**src/rtl/rxrel_pkg.sv**
```systemverilog
package rxrel_pkg;

    typedef enum logic [1:0] {
        DEC_NONE  = 2'd0,
        DEC_NAK   = 2'd1,
        DEC_FULL  = 2'd2,
        DEC_SHORT = 2'd3
    } rel_dec_e;

endpackage

```
**src/rtl/rxrel_idle_timer.sv**
```systemverilog
module rxrel_idle_timer #(
    parameter int IDLE_CHARS = 3
) (
    input  logic clk,
    input  logic rst_n,
    input  logic rx_char_stb,
    input  logic char_tick,
    output logic idle_met
);
    localparam int LIMIT = IDLE_CHARS + 1;
    localparam int CNT_W = $clog2(LIMIT + 1);

    typedef struct packed {
        logic [CNT_W-1:0] cnt;
    } idle_st_t;

    idle_st_t st_d, st_q;

    always_comb begin
        st_d = st_q;
        if (rx_char_stb) begin
            st_d.cnt = '0;
        end else if (char_tick && (st_q.cnt != CNT_W'(LIMIT))) begin
            st_d.cnt = st_q.cnt + CNT_W'(1);
        end
    end

    always_ff @(posedge clk) begin
        if (!rst_n) begin
            st_q <= '0;
        end else begin
            st_q <= st_d;
        end
    end

    assign idle_met = (st_q.cnt == CNT_W'(LIMIT));

    // the count never passes its saturation value
    p_idle_sat_r6: assert property (@(posedge clk) disable iff (!rst_n)
        st_q.cnt <= CNT_W'(LIMIT));

    // a received character always leaves the line non-idle
    p_idle_clear_r8: assert property (@(posedge clk) disable iff (!rst_n)
        rx_char_stb |=> !idle_met);

endmodule

```
**src/rtl/rxrel_policy.sv**
```systemverilog
module rxrel_policy
    import rxrel_pkg::*;
#(
    parameter int LVL_W   = 9,
    parameter int MAX_PKT = 64,
    parameter int LEN_W   = 7
) (
    input  logic [LVL_W-1:0] fifo_level,
    input  logic             rd_req,
    input  logic             low_lat_en,
    input  logic             idle_met,
    output rel_dec_e         dec,
    output logic [LEN_W-1:0] len
);
    logic is_empty;
    logic is_full;

    assign is_empty = (fifo_level == '0);
    assign is_full  = (fifo_level >= LVL_W'(MAX_PKT));

    always_comb begin
        dec = DEC_NONE;
        len = '0;
        if (rd_req) begin
            if (is_empty) begin
                dec = DEC_NAK;
            end else if (is_full) begin
                dec = DEC_FULL;
                len = LEN_W'(MAX_PKT);
            end else if (low_lat_en || idle_met) begin
                dec = DEC_SHORT;
                len = LEN_W'(fifo_level);
            end else begin
                dec = DEC_NAK;
            end
        end
    end

    // a length appears only with a release decision
    always_comb begin
        if (rd_req && (dec == DEC_NAK || dec == DEC_NONE)) begin
            p_len_nak_r12: assert (len == '0);
        end
    end

endmodule

```
**src/rtl/rxrel_rts_ctrl.sv**
```systemverilog
module rxrel_rts_ctrl #(
    parameter int LVL_W = 9
) (
    input  logic             clk,
    input  logic             rst_n,
    input  logic [LVL_W-1:0] fifo_level,
    input  logic [LVL_W-1:0] rts_thresh,
    input  logic             rts_auto_en,
    output logic             rts_n
);
    typedef struct packed {
        logic rts_n;
    } rts_st_t;

    rts_st_t st_d, st_q;

    always_comb begin
        st_d = st_q;
        if (!rts_auto_en) begin
            st_d.rts_n = 1'b1;
        end else if (fifo_level == '0) begin
            st_d.rts_n = 1'b0;
        end else begin
            st_d.rts_n = (fifo_level >= rts_thresh);
        end
    end

    always_ff @(posedge clk) begin
        if (!rst_n) begin
            st_q <= '{rts_n: 1'b1};
        end else begin
            st_q <= st_d;
        end
    end

    assign rts_n = st_q.rts_n;

    p_rts_empty_r10: assert property (@(posedge clk) disable iff (!rst_n)
        (rts_auto_en && fifo_level == '0) |=> !rts_n);

    p_rts_off_r11: assert property (@(posedge clk) disable iff (!rst_n)
        !rts_auto_en |=> rts_n);

endmodule

```
**src/rtl/rxrel_bulkin_gate.sv**
```systemverilog
module rxrel_bulkin_gate
    import rxrel_pkg::*;
#(
    parameter int LVL_W      = 9,
    parameter int MAX_PKT    = 64,
    parameter int IDLE_CHARS = 3,
    parameter int LEN_W      = $clog2(MAX_PKT + 1)
) (
    input  logic             clk,
    input  logic             rst_n,
    input  logic [LVL_W-1:0] fifo_level,
    input  logic             rx_char_stb,
    input  logic             char_tick,
    input  logic             low_lat_en,
    input  logic             rts_auto_en,
    input  logic [LVL_W-1:0] rts_thresh,
    input  logic             rd_req,
    output logic             rsp_ack,
    output logic             rsp_nak,
    output logic [LEN_W-1:0] xfer_len,
    output logic             rts_n
);
    typedef struct packed {
        logic             ack;
        logic             nak;
        logic [LEN_W-1:0] len;
    } rsp_st_t;

    rsp_st_t  rsp_d, rsp_q;
    logic     idle_met;
    rel_dec_e dec;
    logic [LEN_W-1:0] dec_len;

    rxrel_idle_timer #(
        .IDLE_CHARS (IDLE_CHARS)
    ) u_idle (
        .clk         (clk),
        .rst_n       (rst_n),
        .rx_char_stb (rx_char_stb),
        .char_tick   (char_tick),
        .idle_met    (idle_met)
    );

    rxrel_policy #(
        .LVL_W   (LVL_W),
        .MAX_PKT (MAX_PKT),
        .LEN_W   (LEN_W)
    ) u_policy (
        .fifo_level (fifo_level),
        .rd_req     (rd_req),
        .low_lat_en (low_lat_en),
        .idle_met   (idle_met),
        .dec        (dec),
        .len        (dec_len)
    );

    rxrel_rts_ctrl #(
        .LVL_W (LVL_W)
    ) u_rts (
        .clk         (clk),
        .rst_n       (rst_n),
        .fifo_level  (fifo_level),
        .rts_thresh  (rts_thresh),
        .rts_auto_en (rts_auto_en),
        .rts_n       (rts_n)
    );

    always_comb begin
        rsp_d     = '0;
        rsp_d.ack = (dec == DEC_FULL) || (dec == DEC_SHORT);
        rsp_d.nak = (dec == DEC_NAK);
        rsp_d.len = rsp_d.ack ? dec_len : '0;
    end

    always_ff @(posedge clk) begin
        if (!rst_n) begin
            rsp_q <= '0;
        end else begin
            rsp_q <= rsp_d;
        end
    end

    assign rsp_ack  = rsp_q.ack;
    assign rsp_nak  = rsp_q.nak;
    assign xfer_len = rsp_q.len;

    p_one_rsp_r2: assert property (@(posedge clk) disable iff (!rst_n)
        rd_req |=> (rsp_ack ^ rsp_nak));

    p_quiet_r2: assert property (@(posedge clk) disable iff (!rst_n)
        !rd_req |=> (!rsp_ack && !rsp_nak));

    p_full_ack_r3: assert property (@(posedge clk) disable iff (!rst_n)
        (rd_req && fifo_level >= LVL_W'(MAX_PKT)) |=>
        (rsp_ack && xfer_len == LEN_W'(MAX_PKT)));

    p_empty_nak_r4: assert property (@(posedge clk) disable iff (!rst_n)
        (rd_req && fifo_level == '0) |=> rsp_nak);

    p_lowlat_r7: assert property (@(posedge clk) disable iff (!rst_n)
        (rd_req && low_lat_en && fifo_level != '0) |=> rsp_ack);

    p_len_zero_r12: assert property (@(posedge clk) disable iff (!rst_n)
        !rsp_ack |-> (xfer_len == '0));

endmodule

```
**config.mk**
```make
export PLATFORM = sky130hd
export DESIGN_NAME = rxrel_bulkin_gate
export DESIGN_NICKNAME = d
export VERILOG_FILES = /design/src/rtl/rxrel_pkg.sv /design/src/rtl/rxrel_idle_timer.sv /design/src/rtl/rxrel_policy.sv /design/src/rtl/rxrel_rts_ctrl.sv /design/src/rtl/rxrel_bulkin_gate.sv
export SDC_FILE = /design/constraint.sdc
export NUM_CORES = 1
export LEC_CHECK = 0
export BUFFER_PORTS_ARGS = -buffer_cell sky130_fd_sc_hd__buf_2
export CORE_MARGIN = 5
export CORE_UTILIZATION = 40
export DETAILED_ROUTE_END_ITERATION = 8
export PLACE_DENSITY = 0.72
export SYNTH_ARGS = -nofsm -noshare
export SYNTH_HDL_FRONTEND = slang
export SYNTH_SLANG_ARGS = --single-unit
```
**constraint.sdc**
```tcl
create_clock -name clk -period 1.8 [get_ports clk]
set_clock_uncertainty 0.2 [all_clocks]
set_input_delay 0.27 -clock clk [delete_from_list [all_inputs] [get_ports clk]]
set_output_delay 0.27 -clock clk [all_outputs]
set_load 0.02 [all_outputs]
```
After elaboration in Yosys (flattened, before gate mapping)
Index checks and enable logic that the tools add are counted.
{"block": "classes", "add_sub_neg": 1, "order_cmp": 2, "n_eq_ne": 5, "muxes": 7, "bitwise_logic": 4, "n_reduce_logical": 8}
{"operator": "2-to-1 mux 7 bit", "n": 2}
{"operator": "greater-or-equal comparator 9 x 7 -> 1 bit, second input constant", "n": 1}
{"operator": "greater-or-equal comparator 9 bit", "n": 1}
{"operator": "logical NOT 9 bit", "n": 1}
{"operator": "2-to-1 mux 2 bit", "n": 4}
{"operator": "OR reduction 6 bit", "n": 1}
{"operator": "== test 2 bit, second input constant", "n": 2}
{"operator": "inverter 1 bit", "n": 4}
{"operator": "OR reduction 4 bit", "n": 1}
{"operator": "adder 3 x 1 -> 3 bit, second input constant", "n": 1}
{"operator": "== test 3 bit, second input constant", "n": 1}
{"operator": "!= test 3 bit, second input constant", "n": 1}
{"operator": "== test 2 x 1 -> 1 bit, second input constant", "n": 1}
{"operator": "logical OR 1 bit", "n": 2}
{"operator": "AND reduction 2 bit", "n": 1}
{"operator": "OR reduction 2 bit", "n": 1}
{"operator": "logical AND 1 bit", "n": 1}
{"operator": "2-to-1 mux 1 bit", "n": 1}
{"block": "totals", "reg_bits": 13, "inputBits": 25, "out_inout_bits": 10, "word_cells": 33}

Longest topological paths before layout
{"block": "depth", "ltp_word": 10, "depth_mapped": 6, "depth_no_buf": 6}

Cells and area by module
A second synthesis with hierarchy kept.
{"block": "hier_totals", "hier_cells": 87, "hier_area_um2": 802.0}
{"module": "rxrel_rts_ctrl", "n_inst": 1, "cells_per_inst": 37, "area_per_inst_um2": 271.5, "seq_area_each_um2": 20.0}
{"module": "rxrel_bulkin_gate", "n_inst": 1, "cells_per_inst": 18, "area_per_inst_um2": 240.2, "seq_area_each_um2": 180.2}
{"module": "rxrel_idle_timer", "n_inst": 1, "cells_per_inst": 18, "area_per_inst_um2": 187.7, "seq_area_each_um2": 60.1}
{"module": "rxrel_policy", "n_inst": 1, "cells_per_inst": 14, "area_per_inst_um2": 102.6, "seq_area_each_um2": 0.0}

Worst setup path before layout
Ideal clock, no wire load.
{"block": "synth_timing", "kind": "register to register", "start": "reg u_idle.st_q[0] (netlist bit)", "end": "reg rsp_q, in the netlist xfer_len[1]", "setup_ns": 0.115, "arrival_time_ns": 1.044, "t_required_ns": 1.485, "path_slack_ns": 0.441, "path_stages_with_launch": 7, "n_path_buf": 0, "cell_sequence": "dfxtp_1 -> inv_1 -> ha_1 -> a21oi_1 -> a21o_2 -> nor2_2 -> and2_1"}
{"block": "synth_via", "elab_chain_cells": 10, "elab_cells_between_ends": 12, "cone_classes": "eq/ne (3); mux (4); bitwise (2); reduce/logical (3)"}
{"element": "from (decl)", "line_no": "rxrel_idle_timer.sv:17", "rtl": "idle_st_t st_d, st_q;"}
{"element": "from (signal assigned)", "line_no": "rxrel_idle_timer.sv:32", "rtl": "st_q <= st_d;"}
{"element": "== test 3 bit *", "line_no": "rxrel_idle_timer.sv:36", "rtl": "assign idle_met = (st_q.cnt == CNT_W'(LIMIT));"}
{"element": "logical OR 1 bit *", "line_no": "rxrel_policy.sv:30", "rtl": "end else if (low_lat_en || idle_met) begin"}
{"element": "2-to-1 mux 2 bit", "line_no": "rxrel_policy.sv:30"}
{"element": "2-to-1 mux 2 bit", "line_no": "rxrel_policy.sv:27", "rtl": "end else if (is_full) begin"}
{"element": "2-to-1 mux 2 bit", "line_no": "rxrel_policy.sv:25", "rtl": "if (is_empty) begin"}
{"element": "2-to-1 mux 2 bit", "line_no": "rxrel_policy.sv:24", "rtl": "if (rd_req) begin"}
{"element": "== test 2 bit", "line_no": "rxrel_bulkin_gate.sv:70", "rtl": "rsp_d.ack = (dec == DEC_FULL) || (dec == DEC_SHORT);"}
{"element": "logical OR 1 bit", "line_no": "rxrel_bulkin_gate.sv:70"}
{"element": "inverter 1 bit (no source line)"}
{"element": "OR reduction 6 bit (no source line) *"}
{"element": "to (signal assigned)", "line_no": "rxrel_bulkin_gate.sv:79", "rtl": "rsp_q <= rsp_d;"}
{"element": "to (decl)", "line_no": "rxrel_bulkin_gate.sv:29", "rtl": "rsp_st_t rsp_d, rsp_q;"}
Mark *: on every way between the ends. The rest lies on a longest branch, timed or not.
A chain may end at the register's enable or synchronous reset.

Final worst setup path
{"block": "layout_timing", "start": "reg u_idle.st_q[0] (netlist bit)", "end": "reg rsp_q, in the netlist xfer_len[3]"}
Same word-level chain as after synthesis.

==> metrics.csv <==
metric,value,unit
met1_usage,0.122,
initial_utilization,0.409,
grt_pass1_vias,610,
drt_iter0_markers,8,
dieWidth,51.6,um
cap_violations,0,
rsz0062_at_grt,false,
end_kind,flop,
yosysSeqAreaShare,0.377,
ios,35,
ys_types,22,
gr-total-overflow,0,
arrival,1.48,ns
cts_resized,0,
dp_hpwl,1330,um
netlist_area,691,um^2
crit_family,flip-flops,
drt-total-wl,1540,um
setup_tns,0,ns
syn_to_final_growth,33.0,%
routedWlPerCell,11.5,um
slew_viol_final,0,
status,"complete, no violations",
finalPower,0.580,mW
clock_latency,0.28,ns
slowest_stage,dfxtp_1,
slowest_delay,0.38,ns
finalSetupViolations,0,
grt_pass1_wl,2400,um
gr-usage-all-layers,0.125,
ys_seq_elements,13,
yosysWarnings,0,
die_y,51.6,um
diodes,0,
syn-instance-count,78,
relSlewSlack,0.782,
path_max_fanout,5,
worstMarginPinSlew,0.325,ns
nets,154,
grt_max_degree,8,
leakagePower,0.497,nW
drive_gt1_frac,0.368,
min_path_type,input pin to flop,
cts_buffers,3,
finalCriticalPeriod,1.51,ns
ant_nets,0,
antenna_found_initial,0,
met3_usage,0.0258,
vias,644,
rrSetupSlack,0.29,ns
power_density,632,mW/mm^2
drc_errors,0,
avgViaCountPerCell,4.81,
clockRootBuffer,clkbuf_4,
clk_pin_slew,0.07,ns
core,0.00169,mm^2
cp-start-kind,flop,
crit_type,flop to flop,
busiest_layer,met2,
grt_util_met2,0.229,
die_area,0.00266,mm^2
io_buffers,34,
htree_levels,1,
hold_viol_final,0,
fp-row-count,15,
fin_crit_sh,0.839,
fmax,0.662,GHz
required,1.77,ns
first_pass_iters,3,
critPathBufInv,1,
path_cells,"inv_1, ha_1, a21oi_1, a21o_2, nor2_2, and2_1",
postSynthAreaPerCell,8.85,um^2
cts_tree,yes,
ir_worst_vdd,270,uV
clockBufferDepth,2,
routabilityCongestion,0.679,
synth_nets,114,
clock-sinks,13,
-- synth_stat cells, drive strengths merged --
cell type  count  area, um^2
a21boi         1        11.3
a21o           2        16.3
a21oi          7        35.0
and2           5        31.3
dfxtp         13         260
ha            11         138
inv           11        41.3
nand2          6        22.5
nand2b         1        6.26
nand3          3        20.0
nor2           8        32.5
nor2b          2        12.5
nor3           2        15.0
nor4           1        12.5
o2111ai        1        8.76
o21ai          2        10.0
xnor2          1        8.76
xor2           1        8.76
-- final cells by class --
class / count / area, um^2
Sequential cell: 13 / 260
Fill cell: 187 / 771
Timing Repair Buffer: 35 / 180
Inverter: 11 / 41.3
Clock buffer: 4 / 26.3
Multi-Input combinational cell: 54 / 389
Tap cell: 17 / 21.3
-- power breakdown --
group	leakage (nW)	switching (mW)	internal, mW	total [mW]
registers	0.106	0.00266	0.294	0.297
clock network	0.0150	0.0882	0.0860	0.174
logic	0.377	0.0571	0.0525	0.110
total	0.497	0.148	0.432	0.580
-- metal layers --
metal | vias up | share of wire
met5 | - | 0
met4 | 0 | 0.029
met3 | 5 | 0.075
met2 | 24 | 0.53
met1 | 281 | 0.37
li1 | 334 | -
-- flip-flops by register name (all words and copies together), names as in the netlist --
register / count
u_rts.rts_n: 1
rsp_ack: 1
u_idle.st_q: 3
xfer_len: 7
rsp_nak: 1
-- worst paths after layout --
check                           cells past startpoint              to            from
worst max-delay path                                6     xfer_len[3]  u_idle.st_q[0]
worst min-delay path                                2     u_rts.rts_n           rst_n
worst max register to register                      6     xfer_len[3]  u_idle.st_q[0]
worst min register to register                      2  u_idle.st_q[2]  u_idle.st_q[2]
-- metrics by stage --
step	std cells	hold WS, ns	area, um^2	setup WS [ns]	util
2_1_floorplan	78	0.151	691	0.441	-
3_3_place_gp	129	0.280	882	0.311	0.522
3_5_place_dp	129	0.281	882	0.256	0.522
4_1_cts	134	0.0215	918	0.267	0.544
5_1_grt	134	0.00362	918	0.166	0.544
6_report	134	0.0245	918	0.289	0.544
-- cell usage in the layout (no fill, tap or decap), types with 2 or more instances in the layout --
cell type and count:
buf_2 34, dfxtp_1 13, inv_1 11, ha_1 11, nor2_1 7, a21oi_1 7, nand2_1 6, and2_1 5
clkbuf_4 3, nor2b_1 2, o21ai_0 2, nand3_1 2
-- logic make-up after synthesis --
| group | share of synthesized area |
|---|---|
| compound gates | 0.118 |
| simple gates | 0.221 |
| flops | 0.377 |
| buf+inv | 0.0598 |
| fa+ha+maj | 0.199 |
| xor+xnor | 0.0254 |
-- worst register-to-register path, stage by stage (launching register included) --
cell,delay (ns)
dfxtp_1,0.38
inv_1,0.06
ha_1,0.22
a21oi_1,0.19
a21o_2,0.15
nor2_2,0.06
and2_1,0.15
-- what timing repair did --
item	in CTS	in global routing
hold buffers	1	0
setup buffers	0	0
hold endpoints to repair	1	0
Note: power is estimated with default switching activity, not from simulation.
